### config.mk
export PLATFORM = sky130hd
export DESIGN_NAME = inv_latch_xcvr
export DESIGN_NICKNAME = d
export VERILOG_FILES = /design/src/rtl/inv_latch_xcvr.sv
export SDC_FILE = /design/constraint.sdc
export NUM_CORES = 1
export LEC_CHECK = 0
export BUFFER_PORTS_ARGS = -buffer_cell sky130_fd_sc_hd__buf_2
export CORE_MARGIN = 2
export CORE_UTILIZATION = 30
export CTS_CLUSTER_DIAMETER = 50
export DETAILED_ROUTE_END_ITERATION = 6
export GPL_ROUTABILITY_DRIVEN = 0
export RECOVER_POWER = 50
export REMOVE_ABC_BUFFERS = 1
export SLEW_MARGIN = 20
export SYNTH_ARGS = -nofsm -noshare
export SYNTH_HDL_FRONTEND = slang
export SYNTH_SLANG_ARGS = --single-unit
### constraint.sdc
create_clock -name clk -period 1.65 [get_ports clk]
set_input_delay 0.165 -clock clk [delete_from_list [all_inputs] [get_ports clk]]
set_output_delay 0.165 -clock clk [all_outputs]
set_load 0.005 [all_outputs]
### src/rtl/inv_latch_xcvr.sv
module inv_latch_xcvr #(
  parameter int W = 8
) (
  input  logic         clk,
  input  logic         rst,
  input  logic [W-1:0] a_in,
  input  logic [W-1:0] b_in,
  input  logic         ab_ce_n,
  input  logic         ab_le_n,
  input  logic         ab_oe_n,
  input  logic         ba_ce_n,
  input  logic         ba_le_n,
  input  logic         ba_oe_n,
  output logic [W-1:0] a_out,
  output logic [W-1:0] a_drv,
  output logic [W-1:0] b_out,
  output logic [W-1:0] b_drv,
  output logic         clash
);

  logic [W-1:0] ab_q, ba_q;
  logic         ab_open, ba_open;
  logic         ab_on, ba_on;

  assign ab_open = ~ab_ce_n & ~ab_le_n;
  assign ba_open = ~ba_ce_n & ~ba_le_n;
  assign ab_on   = ~ab_ce_n & ~ab_oe_n;
  assign ba_on   = ~ba_ce_n & ~ba_oe_n;

  always_ff @(posedge clk) begin
    if (rst) begin
      ab_q <= '0;
      ba_q <= '0;
    end else begin
      if (ab_open) ab_q <= a_in;
      if (ba_open) ba_q <= b_in;
    end
  end

  assign b_out = ~(ab_open ? a_in : ab_q);
  assign a_out = ~(ba_open ? b_in : ba_q);
  assign b_drv = {W{ab_on}};
  assign a_drv = {W{ba_on}};
  assign clash = ab_on & ba_on;

endmodule


## Yosys cells after proc, flatten, opt, wreduce, memory -nomap -nowiden

Cells that the tools add are included.

| word-level totals | value |
|---|---|
| register bits after elaboration | 16 |
| input port bits | 24 |
| output and inout bits | 33 |
| word-level logic and storage cells | 17 |

| operators by class | value |
|---|---|
| muxes and demuxes | 2 |
| bitwise operators | 13 |

Operators with widths:

| operator | count |
|---|---|
| 8-bit two-way mux | 2 |
| 8-bit NOT | 2 |
| 1-bit NOT | 6 |
| 1-bit bitwise AND | 5 |

## Depth between registers and ports, before layout

| depth | value |
|---|---|
| depth after elaboration | 4 |
| depth in mapped cells | 3 |
| gate-level depth less buffers | 2 |

## Worst setup path after synthesis

No wires, ideal clock.

| timing | value |
|---|---|
| path type | in2out |
| start point | input port ba_ce_n |
| end point | output port a_drv[0] |
| arrival | 0.786 ns |
| data required time | 1.485 ns |
| setup slack | 0.699 ns |
| cell stages on the path | 3 |
| path buffers | 2 |
| path through | buf_4 nor2_1 buf_4 |

| on the way | value |
|---|---|
| cells in the longest elaborated chain, start to end | 2 |

RTL lines:

| element | line | source |
|---|---|---|
| start, declared | 11 | `input logic ba_ce_n,` |
| 1-bit NOT | 28 | `assign ba_on = ~ba_ce_n & ~ba_oe_n;` |
| 1-bit bitwise AND | 28 |  |
| end, declared | 15 | `output logic [W-1:0] a_drv,` |

Every way passes these cells.

## Worst setup path in the final report

| timing | value |
|---|---|
| start point | input port ba_ce_n |
| end point | output port a_out[2] |

| on the way | value |
|---|---|
| cells in the longest elaborated chain, start to end | 4 |

RTL lines:

| element | line | source |
|---|---|---|
| 1-bit NOT | 26 | `assign ba_open = ~ba_ce_n & ~ba_le_n;` |
| 1-bit bitwise AND | 26 |  |
| 8-bit two-way mux | n/a |  |
| 8-bit NOT | 41 | `assign a_out = ~(ba_open ? b_in : ba_q);` |
| end, declared | 14 | `output logic [W-1:0] a_out,` |

Every way passes these cells.

==> impl_metrics.toml <==
[outcome]
outcome = "finished clean"

[hold_path]
min_path_cells = 3
worstHoldPathType = "in2reg"
timing.hold.worst.start = "a_in[5]"

[yosys]
synth_sequential_area_ratio = 0.3516
synth.area.mux_share = 0
synth-async-reset-ratio = 0
main_combinational_cell_family_by_area_after_synthesis = "simple AND/OR/NAND/NOR gates"
ys_ff_latch = 16
synth_top_cells_by_area = "sky130_fd_sc_hd__dfxtp_1, sky130_fd_sc_hd__buf_4, sky130_fd_sc_hd__or3b_2"
ys_top_cells_by_count = "sky130_fd_sc_hd__buf_4, sky130_fd_sc_hd__a21oi_1, sky130_fd_sc_hd__and2_1, sky130_fd_sc_hd__dfxtp_1, sky130_fd_sc_hd__o21ai_0"
synth_compound_area_frac = 0.1758
synth_top_flop_cell = "sky130_fd_sc_hd__dfxtp_1"
library_cell_with_the_largest_summed_area_after_synthesis = "sky130_fd_sc_hd__dfxtp_1"
post_synth_instance_area_um2 = 910.9
synthXorXnorAreaFrac = 0
post-synth-top-count-cell = "sky130_fd_sc_hd__buf_4"
synth_edf_count = 0
postSynthAreaPerCell_um2 = 8.675
yosys.area.top_type_share = 0.3516
synth_cell_type_count = 12
ys_warn_count = 0
synthAdderAreaFrac = 0
cell_count_after_synthesis = 105
yosys.area_share.simple = 0.2788

[worst_setup_path]
rr_worst_depth = 2
endpoint_kind = "output port"
setup.worst_path.class = "in2out"
cp_max_fo = 18
regToRegSetupSlack_ns = 1.01
startpoint_type = "input port"
worst_ep_arrival_time_ns = 1.23
worst-endpoint-required_ns = 1.48

[timing]
report.final.slew_viol_count = 0
endpoints_failing_setup = 0
timing.max_slew.rel_slack = 0.6422
fin_worst_skew_ns = 0
tns_ns = 0
final.period_utilization = 0.8456
rsz_0062_raised_after_global_routing = "no"
timing_hold_violations_final = 0
maxClockFrequency_mhz = 716.7
final.min_clock_period_ns = 1.395
timing.hold.ws_ns = 0.2425
worst_slew_pin_slew_ns = 0.5366

[global_routing]
antenna_found_initial = 0
grt.overflow.total = 0
grt_util_met3 = 0.02402
number_of_global_route_vias_before_repair = 665
use_met1 = 0.1461
global_route.usage.met2 = 0.1635
grt_pass1_wl_um = 2918
grt_most_used_layer = "met2"
grt_use_total = 0.1066
grt_max_degree = 19

[clock_network]
cts_tree = "done"
clock_path_buffers = 2
cts_hold_buf = 0
cts_repair_resize_count = 0
cts_buffers = 3
cts_post_setup_buffers_inserted = 0
cts_htree_levels = 1
worst_skew_pair.late_latency_ns = 0.27
root_buffer = "sky130_fd_sc_hd__clkbuf_4"
clk_pin_slew_ns = 0.08
cts_num_sinks = 16

[die]
pin_count = 57
placement_rows = 19
die_x_um = 59.10
initial_core_util = 0.3220
die_height_um = 59.10
design.core.area_um2 = 2829
die-area_um2 = 3493

[power]
peakVddDrop_mv = 0.2635
power_leakage_nw = 0.4385
totalPowerFinal_uw = 755.1
power_density_nw_per_um2 = 707.5

[cells_and_area]
final.fill_count = 301
post_route_cells_drive_above_1_share = 0.4507
n_antenna_cell = 0
fin_nets = 168
synthToLayoutAreaGrowth_pct = 17.17

[detailed_routing]
routed_via_density = 4.699
first_pass_iters = 4
num_vias = 813
drcViolationCount = 0
drt_wl_total_um = 1848
initialDrtViolationCount = 21
number_of_nets_with_antenna_violations_after_routing = 0
drt-wirelength-per-cell_um = 10.68

[placement]
io_buffers = 56

[run]
maxCapViolCount = 0
==> placed cells by master, fill, tap and decap left out <==
| cell | instances |
|---|---|
| sky130_fd_sc_hd__a21oi_1 | 16 |
| sky130_fd_sc_hd__and2_1 | 16 |
| sky130_fd_sc_hd__buf_2 | 47 |
| sky130_fd_sc_hd__clkbuf_1 | 7 |
| sky130_fd_sc_hd__clkbuf_2 | 2 |
| sky130_fd_sc_hd__clkbuf_4 | 3 |
| sky130_fd_sc_hd__dfxtp_1 | 16 |
| sky130_fd_sc_hd__nor2_1 | 2 |
| sky130_fd_sc_hd__nor4_1 | 1 |
| sky130_fd_sc_hd__o21ai_0 | 16 |
| sky130_fd_sc_hd__or3b_1 | 4 |
| sky130_fd_sc_hd__or3b_2 | 12 |
==> worst max-delay path by stage <==
stage	from	to	depth (start not counted)
2_1_floorplan	ba_ce_n	a_out[0]	2
3_3_place_gp	ab_ce_n	b_out[7]	4
3_5_place_dp	ab_ce_n	b_out[4]	4
4_1_cts	ab_ce_n	b_out[4]	4
5_1_grt	ba_ce_n	a_out[3]	4
6_report	ba_ce_n	a_out[2]	4
==> critical path, stage by stage <==
cell and delay (ns):
sky130_fd_sc_hd__clkbuf_1 0.24, sky130_fd_sc_hd__or3b_2 0.55, sky130_fd_sc_hd__and2_1 0.16, sky130_fd_sc_hd__buf_2 0.12
==> metal layers <==
layer | vias to the layer above | wire [um]
li1 | 419 | -
met3 | 0 | 205
met4 | 0 | 0
met1 | 351 | 843
met2 | 43 | 798
met5 | - | 0
==> kinds of logic after synthesis <==
group	count (synthesis)
and+or+nand+nor	35
AOI/OAI and AO/OA	32
buffers and inverters	22
DFF	16
==> stage by stage <==
stage                     cells  utilization  setup WS (ns)  cell area (um^2)
after floorplan              83            -         0.7120             734.5
after global placement      170       0.3724         0.3798              1054
after detailed placement    170       0.3724         0.3621              1054
after CTS                   173       0.3804         0.3602              1076
after global routing        173       0.3773         0.1671              1067
final                       173       0.3773         0.2547              1067
==> power breakdown <==
part | leakage, nW | internal [mW] | switching [mW]
registers | 0.131 | 0.403 | 0.00320
clock network | 0.0138 | 0.0844 | 0.105
logic | 0.294 | 0.0822 | 0.0772
total | 0.439 | 0.570 | 0.185
==> layout make-up <==
| type | instances | area [um^2] | area share |
|---|---|---|---|
| Clock buffer | 3 | 22.52 | 0.02110 |
| Multi-Input combinational cell | 67 | 414.1 | 0.3880 |
| Tap cell | 31 | 38.79 | 0.03634 |
| Sequential cell | 16 | 320.3 | 0.3001 |
| Timing Repair Buffer | 56 | 271.5 | 0.2544 |
Note: power is estimated with default switching activity, not from simulation.
